[config.mk]
export PLATFORM = sky130hd
export DESIGN_NAME = flash_stat_gen
export DESIGN_NICKNAME = d
export VERILOG_FILES = /design/src/rtl/flash_stat_pkg.sv /design/src/rtl/stat_toggle.sv /design/src/rtl/stat_recover.sv /design/src/rtl/stat_word_mux.sv /design/src/rtl/flash_stat_gen.sv
export SDC_FILE = /design/constraint.sdc
export NUM_CORES = 1
export LEC_CHECK = 0
export ABC_CLOCK_PERIOD_IN_PS = 1600
export BUFFER_PORTS_ARGS = -buffer_cell sky130_fd_sc_hd__buf_2
export CAP_MARGIN = 20
export CELL_PAD_IN_SITES_DETAIL_PLACEMENT = 1
export CELL_PAD_IN_SITES_GLOBAL_PLACEMENT = 1
export CORE_AREA = 4 4 59 50
export CTS_CLUSTER_SIZE = 14
export DETAILED_ROUTE_END_ITERATION = 6
export DIE_AREA = 0 0 63 54
export GPL_TIMING_DRIVEN = 1
export PLACE_DENSITY = 0.8
export SETUP_SLACK_MARGIN = 0.5
export SLEW_MARGIN = 25
export SYNTH_ARGS = -nofsm -noshare
export SYNTH_HDL_FRONTEND = slang
export SYNTH_SLANG_ARGS = --single-unit
[constraint.sdc]
create_clock -name clk -period 1.6 [get_ports clk]
set_clock_uncertainty 0.1 [all_clocks]
set_input_delay 0.08 -clock clk [delete_from_list [all_inputs] [get_ports clk]]
set_output_delay 0.08 -clock clk [all_outputs]
set_load 0.05 [all_outputs]
[src/rtl/flash_stat_pkg.sv]
package flash_stat_pkg;

    typedef enum logic [1:0] {
        OP_PROG = 2'b00,
        OP_SECT = 2'b01,
        OP_CHIP = 2'b10,
        OP_RSVD = 2'b11
    } op_kind_e;

    typedef struct packed {
        logic poll;
        logic tog;
        logic tmo;
        logic win;
    } stat_bits_t;

    localparam int POLL_POS = 7;
    localparam int TOG_POS  = 6;
    localparam int TMO_POS  = 5;
    localparam int WIN_POS  = 3;

    function automatic stat_bits_t make_status(op_kind_e op, logic bit7,
                                               logic tog, logic tmo,
                                               logic win_open);
        stat_bits_t s;
        s.poll = (op == OP_PROG) ? ~bit7 : 1'b0;
        s.tog  = tog;
        s.tmo  = tmo;
        s.win  = (op == OP_SECT) ? ~win_open : 1'b0;
        return s;
    endfunction

    function automatic logic [7:0] place_status(stat_bits_t s);
        logic [7:0] b;
        b = '0;
        b[POLL_POS] = s.poll;
        b[TOG_POS]  = s.tog;
        b[TMO_POS]  = s.tmo;
        b[WIN_POS]  = s.win;
        return b;
    endfunction

endpackage

[src/rtl/stat_toggle.sv]
module stat_toggle (
    input  logic clk,
    input  logic rst,
    input  logic busy_i,
    input  logic rd_i,
    output logic tog_o
);
    logic rd_q;
    logic tog_q;
    logic rd_rise;

    assign rd_rise = rd_i & ~rd_q;

    always_ff @(posedge clk) begin
        if (rst) begin
            rd_q  <= 1'b0;
            tog_q <= 1'b0;
        end else begin
            rd_q <= rd_i;
            if (busy_i && rd_rise)
                tog_q <= ~tog_q;
        end
    end

    assign tog_o = tog_q;


    tog_flip_chk: assert property (@(posedge clk) disable iff (rst)
        (busy_i && rd_i && !rd_q) |=> (tog_q != $past(tog_q)));


    tog_hold_chk: assert property (@(posedge clk) disable iff (rst)
        !(busy_i && rd_i && !rd_q) |=> $stable(tog_q));

endmodule

[src/rtl/stat_recover.sv]
module stat_recover #(
    parameter int RST_CYCLES = 20
) (
    input  logic clk,
    input  logic rst,
    input  logic busy_i,
    input  logic hw_rst_i,
    output logic rdy_o
);
    localparam int CW = $clog2(RST_CYCLES + 1);
    localparam logic [CW-1:0] LOAD_VAL = CW'(RST_CYCLES);

    logic [CW-1:0] cnt_q;
    logic          load;

    assign load = hw_rst_i & busy_i;

    always_ff @(posedge clk) begin
        if (rst)
            cnt_q <= '0;
        else if (load)
            cnt_q <= LOAD_VAL;
        else if (cnt_q != '0)
            cnt_q <= cnt_q - 1'b1;
    end

    assign rdy_o = ~busy_i & (cnt_q == '0);


    rec_load_chk: assert property (@(posedge clk) disable iff (rst)
        (hw_rst_i && busy_i) |=> (cnt_q == LOAD_VAL));


    rec_step_chk: assert property (@(posedge clk) disable iff (rst)
        (cnt_q != '0 && !(hw_rst_i && busy_i)) |=> (cnt_q == $past(cnt_q) - 1'b1));

endmodule

[src/rtl/stat_word_mux.sv]
module stat_word_mux
    import flash_stat_pkg::*;
#(
    parameter int DW = 16
) (
    input  logic          busy_i,
    input  stat_bits_t    stat_i,
    input  logic [DW-1:0] array_i,
    output logic [DW-1:0] dout_o
);
    logic [DW-1:0] stat_word;

    always_comb begin
        stat_word      = '0;
        stat_word[7:0] = place_status(stat_i);
    end

    assign dout_o = busy_i ? stat_word : array_i;

endmodule

[src/rtl/flash_stat_gen.sv]
module flash_stat_gen
    import flash_stat_pkg::*;
#(
    parameter int DW         = 16,
    parameter int RST_CYCLES = 20
) (
    input  logic          clk,
    input  logic          rst,
    input  logic          busy_i,
    input  logic [1:0]    op_i,
    input  logic          prog_bit7_i,
    input  logic          tmo_i,
    input  logic          win_open_i,
    input  logic          rd_i,
    input  logic          hw_rst_i,
    input  logic [DW-1:0] array_i,
    output logic [DW-1:0] dout_o,
    output logic          rdy_o
);
    logic       tog;
    stat_bits_t stat;
    op_kind_e   op;

    assign op = op_kind_e'(op_i);

    stat_toggle u_tog (
        .clk    (clk),
        .rst    (rst),
        .busy_i (busy_i),
        .rd_i   (rd_i),
        .tog_o  (tog)
    );

    stat_recover #(.RST_CYCLES(RST_CYCLES)) u_rec (
        .clk      (clk),
        .rst      (rst),
        .busy_i   (busy_i),
        .hw_rst_i (hw_rst_i),
        .rdy_o    (rdy_o)
    );

    assign stat = make_status(op, prog_bit7_i, tog, tmo_i, win_open_i);

    stat_word_mux #(.DW(DW)) u_mux (
        .busy_i  (busy_i),
        .stat_i  (stat),
        .array_i (array_i),
        .dout_o  (dout_o)
    );


    busy_rdy_chk: assert property (@(posedge clk) disable iff (rst)
        busy_i |-> !rdy_o);


    hwrst_rdy_chk: assert property (@(posedge clk) disable iff (rst)
        (hw_rst_i && busy_i) |=> !rdy_o);


    poll_prog_chk: assert property (@(posedge clk) disable iff (rst)
        (busy_i && op_i == 2'b00) |-> (dout_o[7] == !prog_bit7_i));


    win_sect_chk: assert property (@(posedge clk) disable iff (rst)
        (busy_i && op_i == 2'b01) |-> (dout_o[3] == !win_open_i));

endmodule

### After elaboration in Yosys (flattened, before gate mapping)

Index checks and enable logic that the tools add are counted.

| operators by class | value |
|---|---|
| add/subtract/negate cells | 1 |
| equality and inequality tests | 1 |
| mux-type cells | 5 |
| bitwise gates (word level) | 8 |
| reduce and logical (&&, ||, !) cells | 6 |

Operators by type and width:

| operator | count |
|---|---|
| $mux W16 | 1 |
| $mux W5 | 2 |
| $logic_not A5 Y1 | 1 |
| $not A1 Y1 | 5 |
| $reduce_bool A5 Y1 | 1 |
| $sub A5 B1 Y5 const B | 1 |
| $and A1 B1 Y1 | 3 |
| $eq A2 B1 Y1 const B | 1 |
| $logic_not A2 Y1 | 1 |
| $mux W1 | 2 |
| $reduce_bool A2 Y1 | 1 |
| $reduce_or A2 Y1 | 1 |
| $logic_and A1 B1 Y1 | 1 |

| storage, ports and cells | value |
|---|---|
| register bits after elaboration | 7 |
| bits of input ports | 26 |
| output and inout port bits | 17 |
| word-level logic and storage cells | 25 |

### Longest topological paths before layout

Gate-level depths: netlist of run 1.

| depth | value |
|---|---|
| word-level depth | 3 |
| depth in mapped cells | 6 |
| gate-level depth less buffers | 5 |

### By module

A second synthesis of run 1 with hierarchy kept.

| unflattened totals | value |
|---|---|
| cells, all modules | 53 |
| area total of the unflattened synthesis | 515.5 um^2 |

Modules (own cells, without submodules):

| module | instances | cells each | area an instance (um^2) | sequential area each (um^2) |
|---|---|---|---|---|
| stat_recover | 1 | 26 | 244.0 | 100.1 |
| stat_word_mux | 1 | 18 | 157.7 | 0.0 |
| stat_toggle | 1 | 7 | 91.3 | 40.0 |
| flash_stat_gen | 1 | 2 | 22.5 | 0.0 |

### Worst setup path after synthesis of run 1

OpenSTA, ideal clock, no wires.

| timing path | value |
|---|---|
| path type | register to output |
| from | register u_rec.cnt_q[0] |
| to | output rdy_o |
| arrival time | 1763 ps |
| data required time | 1420 ps |
| slack | -343 ps |
| cell stages (with the launch flop) | 6 |
| buffers on the path | 1 |
| cell sequence | dfxtp_1 -> inv_1 -> ha_1 -> or4b_4 -> buf_6 -> nor2_1 |

| on the way | value |
|---|---|
| cells in the longest elaborated chain, start to end | 2 |

RTL lines:

| element | line | source |
|---|---|---|
| start, declared | stat_recover.sv:13 | `logic [CW-1:0] cnt_q;` |
| start signal, assigned | stat_recover.sv:24 | `cnt_q <= cnt_q - 1'b1;` |
| $logic_not A5 Y1 | stat_recover.sv:27 | `assign rdy_o = ~busy_i & (cnt_q == '0);` |
| $and A1 B1 Y1 | stat_recover.sv:27 |  |
| end, declared | flash_stat_gen.sv:18 | `output logic rdy_o` |

Every way passes these cells.

### Final worst setup path of run 1

| timing path | value |
|---|---|
| from | register u_rec.cnt_q[1] |
| to | output rdy_o |

Same word-level chain as after synthesis.

==> results of run 1 <==
## cells in the mapped netlist (2+ instances only)
master and instances:
mux2_2 3, nor2b_1 13, dfxtp_1 7, inv_1 4, xnor2_1 2, nand2_1 4, a21oi_1 2, nor3_1 2
nor2_1 3
## worst register-to-register path, delay by kind of cell (launching register included)
family / cells / cell delay [ns]
XOR/XNOR: 1 / 0.12
flip-flops: 1 / 0.32
buffers and inverters: 3 / 0.32
adder cells (fa/ha/maj): 1 / 0.12
AND/OR/NAND/NOR: 2 / 0.55
## repair_timing
action,in CTS,in global routing
hold buffers,2,0
pin swaps,3,5
hold endpoints to repair,4,0
resized for setup,11,3
gates cloned,0,0
setup endpoints to repair,17,7
buffers inserted,4,0
## power by group
part / switching (W) / leakage, nW / internal [W] / total, W
clock network: 0.0000650 / 0.0150 / 0.0000952 / 0.000160
logic: 0.000386 / 0.391 / 0.000405 / 0.000791
registers: 0.0000471 / 0.0590 / 0.000232 / 0.000279
## state kept, by name (all words and copies together), names as in the netlist
register / count
u_tog.tog_o: 1
u_tog.rd_q: 1
u_rec.cnt_q: 5
## how the worst max path moves through the flow
stage,from,to,depth (start not counted)
6_report,u_rec.cnt_q[1],rdy_o,5
5_1_grt,u_rec.cnt_q[1],u_rec.cnt_q[0],7
4_1_cts,u_rec.cnt_q[0],rdy_o,5
3_5_place_dp,u_rec.cnt_q[1],u_rec.cnt_q[0],6
3_3_place_gp,u_rec.cnt_q[1],u_rec.cnt_q[0],6
2_1_floorplan,u_rec.cnt_q[1],rdy_o,5
## layout make-up
cell class / instances / area share
multi-input cells: 40 / 0.435
repair buffers: 50 / 0.328
flip-flops and latches: 7 / 0.155
well taps: 27 / 0.0365
clock buffers: 4 / 0.0284
inverters: 4 / 0.0162
## cell families after synthesis
kind of cell | share of synthesized area
and+or+nand+nor | 0.362
AOI/OAI and AO/OA | 0.111
buffers and inverters | 0.0773
DFF | 0.309
muxes | 0.0746
xor gates and xnor gates | 0.0387
adders and majority gates | 0.0276
## metrics by stage
stage	util	hold WS [ns]
detailed placement	0.337	0.209
global placement	0.337	0.200
global route	0.389	0.0817
floorplan	-	0.0491
finish	0.389	0.0564
CTS	0.385	0.0556
## per-layer routing
metal	track usage	part of all wire	vias to the layer above
met3	0.0292	0.092	2
li1	-	-	281
met2	0.212	0.58	25
met1	0.0888	0.32	251
met4	0.0220	0.0053	0
met5	0	0	-
==> results.env, run 1 <==
STATUS='finished with violations'
FAILED_CHECKS='negative setup slack'
FINAL-SETUP-VIOL-COUNT=4
GRT_PASS1_WL_UM=2590
TIMING.REG2REG.SETUP_SLACK_NS=-0.04
INITIAL_ANTENNA_VIOLATION_COUNT=0
SETUP.WORST_PATH.CLASS='flip-flop to primary output'
CTS_MAX_PATH_BUFFERS=2
CRIT_PATH_MAX_FANOUT=2
WORST_SETUP_HOLD_PATH_CLK_SLEW_NS=0.05
CRITICAL_PATH_REQUIRED_NS=1.42
POST_ROUTE_DESIGN_AREA_UM2=926
VIAS=559
FINAL_COMMON_CELL='buf_2'
MULTI_INPUT_COMB_AREA_UM2=403
HIGHEST_COUNT_CELLS_IN_THE_LAYOUT_IGNORING_FILL_AND_TAPS='buf_2, nor2b_4, buf_4'
DRT.ANTENNA.VIOLATING_NETS=0
YS.FLOP_TYPE='dfxtp_1'
SYNTH_ASYNC_SR_FLOP_SHARE=0
SYNTHESIS.NETS=81
POSTSYNTHCELLCOUNT=54
RSZ0062_AT_GRT='true'
HOLD_PATH.CLASS='input port to flip-flop'
POWER.IR.VDD_WORST_uV=773
CTS_BUFFERS=3
NNETSFINAL=133
STARTING_UTILIZATION_OF_THE_CORE_AREA=0.190
SYNTHDOMINANTAREACELLTYPE='dfxtp_1'
WORST_PATH_LARGEST_CELL_DELAY_NS=0.48
SETUP_WS_NS=-0.0690
FINAL.MIN_CLOCK_PERIOD_NS=1.67
LAYOUT-DRIVE-GT1-SHARE=0.762
WORSTHOLDPATHCELLS=3
DRC=0
CTS-ROOT-BUF='clkbuf_4'
TIMING.MAX_SLEW.REL_SLACK=0.829
YOSYS.CELL_TYPES.COUNT=23
TOTAL_POWER_W=0.00123
OVERFLOW=0
SYNTH-SEQ-CELLS=7
WL_PER_CELL_UM=11.4
VIAS_PER_CELL=4.23
GRT_PASS1_VIAS=617
CHIPHEIGHT_UM=54
WORSTPATHARRIVAL_NS=1.49
TRITONCTS='done'
NUMBER_OF_INSTANCES_IN_THE_PLACED_DESIGN=122
POWER_PER_STANDARD_CELL_AREA_nW_PER_UM2=1330
GP_ROUTABILITY_CONGESTION=0.727
PLACEMENT_ROWS=16
FINAL_CELL_COUNT_NO_FILL=132
LAYOUT_OVERHEAD_ON_THE_SYNTHESIZED_AREA_PCT=104
DRV.MAX_CAP_VIOLATION_COUNT=0
CELLLEAKAGEPOWER_nW=0.465
R2R_CELLS=7
PLACE_HPWL_UM=1240
N_FILL_CELL=288
SETUP-TNS-FINAL_NS=-0.134
PATH_BUF_INV=2
SEQ_AREA_UM2=144
CRIT_PATH_TOP_DELAY_CELL='or4b_4'
GLOBALROUTETOTALUTIL=0.0969
R2R-END='u_rec.cnt_q[0]'
PATH_CELLS='inv_2 -> ha_4 -> or4b_4 -> nor2_4 -> buf_6'
NETLIST.AREA_LEADER.SHARE=0.309
SYN-CELL-AREA_UM2=453
FINAL-MAX-SLEW-VIOLATION-COUNT=0
FLOORPLAN.DIE.WIDTH_UM=63
HTREEDEPTH=1
POSTPLACECELLAREA_UM2=803
SYNTH_EDF_COUNT=0
LARGEST_NET_DEGREE_AT_THE_START_OF_GLOBAL_ROUTING=14
CLOCK_INSERTION_DELAY_WORST_SKEW_NS=0.25
SYNTHESIS.YOSYS.WARNINGS=0
REPORT.FINAL.HOLD_VIOL_COUNT=0
CP-END-KIND='primary output'
WHS_ENDPOINT='u_rec.cnt_q[4]'
WORST_R2R_STARTPOINT='u_rec.cnt_q[1]'
TIMING.HOLD.WORST.START='hw_rst_i'
DPL_WORST_SLACK_NS=0.0284
CLK_SINK_COUNT=7
MAX_FREQ_GHz=0.599
DRT_PASS1_ITERATIONS=1
POST_SYNTH_MAIN_AREA_CONTRIBUTORS='dfxtp_1, nor2b_1, mux2_2'
DRT_ITER0_DRC=0
DIE_AREA_UM2=3400
POST-ROUTE-PERIOD-UTIL=1.04
PORTBUFFERS=42
DRT-TOTAL-WL_UM=1500
CRITPATHTOPFAMILY='simple AND/OR/NAND/NOR gates'
NUM_ANTENNA_CELLS=0
TOTAL_CORE_AREA_UM2=2380
SYN-MEAN-INSTANCE-AREA_UM2=8.39
IOPINCOUNT=43
WORST-SLEW-PIN-TRANSITION_NS=0.258
YS_SEQ_AREA_FRAC=0.309
TIMING.CRITICAL_PATH.FROM_TYPE='flip-flop'
No activity file was read; power rests on OpenSTA's default activity.
==> inputs of run 2 (changes only) <==
Settings changed: CELL_PAD_IN_SITES_DETAIL_PLACEMENT 1 to unset, CELL_PAD_IN_SITES_GLOBAL_PLACEMENT 1 to unset, CORE_AREA 4 4 59 50 to 4 4 43 45, CTS_BUF_LIST set to sky130_fd_sc_hd__clkbuf_8, DIE_AREA 0 0 63 54 to 0 0 47 49, PLACE_DENSITY 0.8 to 0.83.
==> run 2 against run 1 <==
- the run still ends with negative setup slack left
- core utilization increased by 25 points
- via count increased by 1.8%
- cell count decreased by 7.6%
- clock-buffer cell count decreased by 1
- clock power increased by 55%
- critical path type unchanged
- highest routed layer unchanged
==> results.env, run 2 (synthesis gave the netlist of run 1 again) <==
FINAL-SETUP-VIOL-COUNT=1  # -3
TOTAL_CORE_AREA_UM2=1470  # -38%
HOLD_PATH.CLASS='input port to flip-flop'
HTREEDEPTH=1  # unchanged
TOTAL_POWER_W=0.00132  # +7.3%
CLK_SINK_COUNT=7  # unchanged
LARGEST_NET_DEGREE_AT_THE_START_OF_GLOBAL_ROUTING=12  # -2
FINAL-MAX-SLEW-VIOLATION-COUNT=0  # unchanged
PLACE_HPWL_UM=1150  # -7.1%
WL_PER_CELL_UM=12.5  # +9.9%
LAYOUT_OVERHEAD_ON_THE_SYNTHESIZED_AREA_PCT=109
TOP_REG_BY_FLOPS='u_rec.cnt_q'
CLOCK_INSERTION_DELAY_WORST_SKEW_NS=0.23  # -0.02 ns
DRC=0  # unchanged
TIMING.CRITICAL_PATH.FROM_TYPE='flip-flop'
CTS_MAX_PATH_BUFFERS=2  # unchanged
NUM_ANTENNA_CELLS=0  # unchanged
DRT-TOTAL-WL_UM=1520  # +1.5%
CHIPHEIGHT_UM=49  # -9.3%
GLOBALROUTETOTALUTIL=0.132  # +0.0352
SETUP.WORST_PATH.CLASS='flip-flop to primary output'
HIGHEST_COUNT_CELLS_IN_THE_LAYOUT_IGNORING_FILL_AND_TAPS='buf_2, nor2b_4, buf_4'
STARTING_UTILIZATION_OF_THE_CORE_AREA=0.308  # +0.118
GP_ROUTABILITY_CONGESTION=0.691  # -5.0%
SETUP_WS_NS=-0.0464  # +0.0226 ns
VIAS_PER_CELL=4.66  # +10%
POST-ROUTE-PERIOD-UTIL=1.03  # -0.0141
GRT_PASS1_WL_UM=2150  # -17%
DRT_PASS1_ITERATIONS=4  # +3
WORST_PATH_LARGEST_CELL_DELAY_NS=0.47  # about the same
IOPINCOUNT=43  # unchanged
PATH_CELLS='inv_2 -> ha_4 -> or4b_4 -> nor2_4 -> buf_8'
FINAL_COMMON_CELL='buf_2'
DRT_ITER0_DRC=3  # +3
INITIAL_ANTENNA_VIOLATION_COUNT=0  # unchanged
DIE_AREA_UM2=2300  # -32%
REPORT.FINAL.HOLD_VIOL_COUNT=0  # unchanged
FINAL_CELL_COUNT_NO_FILL=122  # -7.6%
NUMBER_OF_INSTANCES_IN_THE_PLACED_DESIGN=111  # -9.0%
CRITICAL_PATH_REQUIRED_NS=1.42  # about the same
VIAS=569  # +1.8%
PLACEMENT_ROWS=14  # -2
CTS_BUFFERS=3  # unchanged
WORSTHOLDPATHCELLS=3  # unchanged
MAX_FREQ_GHz=0.607  # +1.4%
STATUS='finished with violations'
CRIT_PATH_MAX_FANOUT=2  # unchanged
LAYOUT-DRIVE-GT1-SHARE=0.774  # +0.0117
FAILED_CHECKS='negative setup slack'
WORST_SETUP_HOLD_PATH_CLK_SLEW_NS=0.04  # about the same
OVERFLOW=0  # unchanged
POWER.IR.VDD_WORST_uV=695  # -10%
RSZ0062_AT_GRT='true'
CP-END-KIND='primary output'
DRV.MAX_CAP_VIOLATION_COUNT=0  # unchanged
WORST-SLEW-PIN-TRANSITION_NS=0.255  # -0.00302 ns
DRT.ANTENNA.VIOLATING_NETS=0  # unchanged
CELLLEAKAGEPOWER_nW=0.482  # +3.8%
TRITONCTS='done'
LARGEST_REG_FLOPS=5  # unchanged
WORSTPATHARRIVAL_NS=1.47  # -0.02 ns
FINAL.MIN_CLOCK_PERIOD_NS=1.65  # -0.0226 ns
CRIT_PATH_TOP_DELAY_CELL='or4b_4'
NNETSFINAL=134  # +0.75%
R2R_CELLS=6  # -1
POWER_PER_STANDARD_CELL_AREA_nW_PER_UM2=1400  # +5.1%
FLOORPLAN.DIE.WIDTH_UM=47  # -25%
TIMING.MAX_SLEW.REL_SLACK=0.831  # +0.00200
PORTBUFFERS=42  # unchanged
GRT_PASS1_VIAS=522  # -15%
CTS-ROOT-BUF='clkbuf_8'
[run 2: worst paths after layout]
kind | from | to | slack, ns
max | u_rec.cnt_q[0] | rdy_o | -0.05
min | hw_rst_i | u_rec.cnt_q[2] | 0.07
max reg2reg | u_rec.cnt_q[0] | u_rec.cnt_q[0] | 0.04
min reg2reg | u_rec.cnt_q[4] | u_rec.cnt_q[4] | 0.42
[run 2: power by group]
part / total, W / internal (W) / switching, W
Clock: 0.000248 / 0.000166 / 0.0000817
Sequential: 0.000280 / 0.000233 / 0.0000477
Combinational: 0.000791 / 0.000400 / 0.000391
[run 2: per-layer routing]
metal | share of wire | global-route usage | vias up
li1 | - | - | 286
met5 | 0 | 0 | -
met3 | 0.20 | 0.0701 | 5
met1 | 0.28 | 0.109 | 238
met4 | 0.025 | 0.0829 | 0
met2 | 0.49 | 0.229 | 40
[run 2: cell type report]
class | count | area [um2]
Tap cell | 16 | 20.0
Multi-Input combinational cell | 40 | 405
Sequential cell | 7 | 144
Fill cell | 112 | 527
Timing Repair Buffer | 51 | 315
Clock inverter | 1 | 3.75
Clock buffer | 3 | 41.3
Inverter | 4 | 15.0
[run 2: timing repair]
action	in CTS	in global routing
gates resized for setup	13	3
hold buffers	2	0
setup buffers	4	1
pin swaps	5	3
hold endpoints to repair	4	0
cloned	0	0
setup endpoints to repair	7	8
[run 2: worst max-delay path, delay by kind of cell (launching register included)]
family	cells	cell delay, ns
simple gates	2	0.58
flops	1	0.32
fa+ha+maj	1	0.12
buf+inv	2	0.21
[run 2: stage by stage]
step / setup WS, ns / util / TNS (ns) / hold WS (ns) / area, um2
after floorplan: 0.0591 / - / 0 / 0.0491 / 568
after global placement: 0.0692 / 0.537 / 0 / 0.203 / 790
after detailed placement: 0.00460 / 0.537 / 0 / 0.205 / 790
after CTS: -0.0484 / 0.631 / -0.0484 / 0.0733 / 928
after global routing: -0.0913 / 0.642 / -0.123 / 0.103 / 945
final: -0.0464 / 0.642 / -0.0464 / 0.0742 / 945
==> inputs of run 3 (changes only) <==
--- a/config.mk
+++ b/config.mk
@@ -15,4 +15,4 @@
 export DIE_AREA = 0 0 47 49
-export GPL_TIMING_DRIVEN = 1
-export PLACE_DENSITY = 0.83
+export GPL_TIMING_DRIVEN = 0
+export PLACE_DENSITY = 0.74
 export SETUP_SLACK_MARGIN = 0.5
--- a/constraint.sdc
+++ b/constraint.sdc
@@ -4,2 +4,2 @@
 set_output_delay 0.08 -clock clk [all_outputs]
-set_load 0.05 [all_outputs]
+set_load 0.01 [all_outputs]
==> run 3 against run 2 <==
- critical path type unchanged
- sequential share of layout area up 1.7 points
- the flow still finishes with violations (negative setup slack)
- highest routed layer unchanged
- critical path depth is 1 higher
- critical endpoint unchanged
- non-clock buffer count up 1
==> results.env, run 3 (synthesis gave the netlist of run 1 again) <==
STATUS='finished with violations'
FAILED_CHECKS='negative setup slack'
WORSTPATHARRIVAL_NS=1.49  # +0.02 ns
TIMING.CRITICAL_PATH.FROM_TYPE='flip-flop'
PLACEMENT_ROWS=14  # unchanged
TOTAL_POWER_W=0.00127  # -3.5%
WORST_SETUP_HOLD_PATH_CLK_SLEW_NS=0.04  # about the same
HOLD_PATH.CLASS='input port to flip-flop'
DIE_AREA_UM2=2300  # unchanged
NNETSFINAL=135  # +0.75%
FINAL_COMMON_CELL='buf_2'
SETUP.WORST_PATH.CLASS='flip-flop to primary output'
TOP_REG_BY_FLOPS='u_rec.cnt_q'
CELLLEAKAGEPOWER_nW=0.441  # -8.5%
FINAL.HOLD.WORST_SLACK_NS=0.0703  # -0.00387 ns
DRT.ANTENNA.VIOLATING_NETS=0  # unchanged
OVERFLOW=0  # unchanged
TOTAL_CORE_AREA_UM2=1470  # unchanged
GRT_PASS1_VIAS=479  # -8.2%
WL_PER_CELL_UM=11.8  # -5.6%
HTREEDEPTH=1  # unchanged
HIGHEST_COUNT_CELLS_IN_THE_LAYOUT_IGNORING_FILL_AND_TAPS='buf_2, nor2b_1, buf_4'
CTS_MAX_PATH_BUFFERS=2  # unchanged
DPL_WORST_SLACK_NS=0.103  # +0.0985 ns
TIMING.MAX_SLEW.REL_SLACK=0.807  # -0.0236
NUM_ANTENNA_CELLS=0  # unchanged
LARGEST_NET_DEGREE_AT_THE_START_OF_GLOBAL_ROUTING=11  # -1
VIAS=562  # -1.2%
SETUP_WS_NS=-0.0746  # -0.0282 ns
LARGEST_REG_FLOPS=5  # unchanged
LAYOUT_OVERHEAD_ON_THE_SYNTHESIZED_AREA_PCT=91.4
IOPINCOUNT=43  # unchanged
N_FILL_CELL=135  # +21%
FLOORPLAN.DIE.WIDTH_UM=47  # unchanged
WORST-SLEW-PIN-TRANSITION_NS=0.287  # +0.0316 ns
LAYOUT-DRIVE-GT1-SHARE=0.645  # -0.129
CLK_SINK_COUNT=7  # unchanged
GLOBALROUTETOTALUTIL=0.111  # -0.0207
SETUP-TNS-FINAL_NS=-0.0884  # -0.0419 ns
FINAL.MIN_CLOCK_PERIOD_NS=1.67  # +0.0282 ns
DRT_PASS1_ITERATIONS=1  # -3
FINAL-SETUP-VIOL-COUNT=2  # +1
CRITICAL_PATH_REQUIRED_NS=1.42  # about the same
GRT_PASS1_WL_UM=1940  # -9.9%
CLOCK_INSERTION_DELAY_WORST_SKEW_NS=0.23  # about the same
FINAL-MAX-SLEW-VIOLATION-COUNT=0  # unchanged
POWER_PER_STANDARD_CELL_AREA_nW_PER_UM2=1470  # +5.2%
PLACE_HPWL_UM=1020  # -12%
INITIAL_ANTENNA_VIOLATION_COUNT=0  # unchanged
GP_ROUTABILITY_CONGESTION=0.737  # +6.7%
DRT_ITER0_DRC=0  # -3
CTS-ROOT-BUF='clkbuf_8'
VIAS_PER_CELL=4.57  # -2.0%
POWER.IR.VDD_WORST_uV=853  # +23%
DRV.MAX_CAP_VIOLATION_COUNT=0  # unchanged
TRITONCTS='done'
REPORT.FINAL.HOLD_VIOL_COUNT=0  # unchanged
RSZ0062_AT_GRT='true'
PORTBUFFERS=42  # unchanged
DRC=0  # unchanged
DRT-TOTAL-WL_UM=1450  # -4.8%
CHIPHEIGHT_UM=49  # unchanged
CP-END-KIND='primary output'
CRIT_PATH_MAX_FANOUT=2  # unchanged
STARTING_UTILIZATION_OF_THE_CORE_AREA=0.308  # unchanged
MAX_FREQ_GHz=0.597  # -1.7%
POST-ROUTE-PERIOD-UTIL=1.05  # +0.0176
CTS_BUFFERS=3  # unchanged
## run 3: what timing repair did
item | in CTS | in global routing
endpoints found under the setup margin | 15 | 8
resized for setup | 9 | 10
setup buffers | 4 | 1
hold buffers | 2 | 0
pin swaps | 2 | 1
hold endpoints to repair | 4 | 0
## run 3: stage by stage
| step | utilization | area (um2) | instances |
|---|---|---|---|
| floorplan | - | 474 | 54 |
| global placement | 0.479 | 704 | 112 |
| detailed placement | 0.479 | 704 | 112 |
| CTS | 0.562 | 827 | 122 |
| global route | 0.589 | 867 | 123 |
| finish | 0.589 | 867 | 123 |
## run 3: final timing paths
path | from | depth (start not counted) | end | slack [ns]
setup / recovery | u_rec.cnt_q[1] | 6 | rdy_o | -0.07
hold / removal | hw_rst_i | 3 | u_rec.cnt_q[4] | 0.07
setup reg to reg | u_rec.cnt_q[1] | 7 | u_rec.cnt_q[0] | -0.01
hold reg to reg | u_rec.cnt_q[4] | 2 | u_rec.cnt_q[4] | 0.37
## run 3: layer usage
metal / wire, um / part of all wire / vias up / GRT usage
li1: - / - / 286 / -
met1: 463 / 0.32 / 234 / 0.113
met2: 686 / 0.47 / 40 / 0.204
met3: 293 / 0.20 / 2 / 0.0406
met4: 8 / 0.0055 / 0 / 0.0276
met5: 0 / 0 / - / 0
## run 3: final cells by class
| class | instances | area, um2 | area share |
|---|---|---|---|
| multi-input combinational | 40 | 328 | 0.378 |
| timing repair buffer | 49 | 284 | 0.328 |
| sequential | 7 | 146 | 0.169 |
| clock buffer | 3 | 41.3 | 0.0476 |
| buffer | 3 | 26.3 | 0.0303 |
| tap | 16 | 20.0 | 0.0231 |
| inverter | 4 | 17.5 | 0.0202 |
| clock inverter | 1 | 3.75 | 0.00433 |
## run 3: where the power goes
| group | leakage, nW | internal, W | switching (W) | total, W |
|---|---|---|---|---|
| clock network | 0.0269 | 0.000166 | 0.0000776 | 0.000244 |
| registers | 0.0593 | 0.000237 | 0.0000542 | 0.000292 |
| logic | 0.355 | 0.000432 | 0.000307 | 0.000739 |
## run 3: critical path: stages, from the launching register on
cell	delay, ns
dfxtp_2	0.32
inv_2	0.06
ha_4	0.13
or4b_4	0.45
buf_6	0.14
nor2_4	0.07
buf_6	0.10
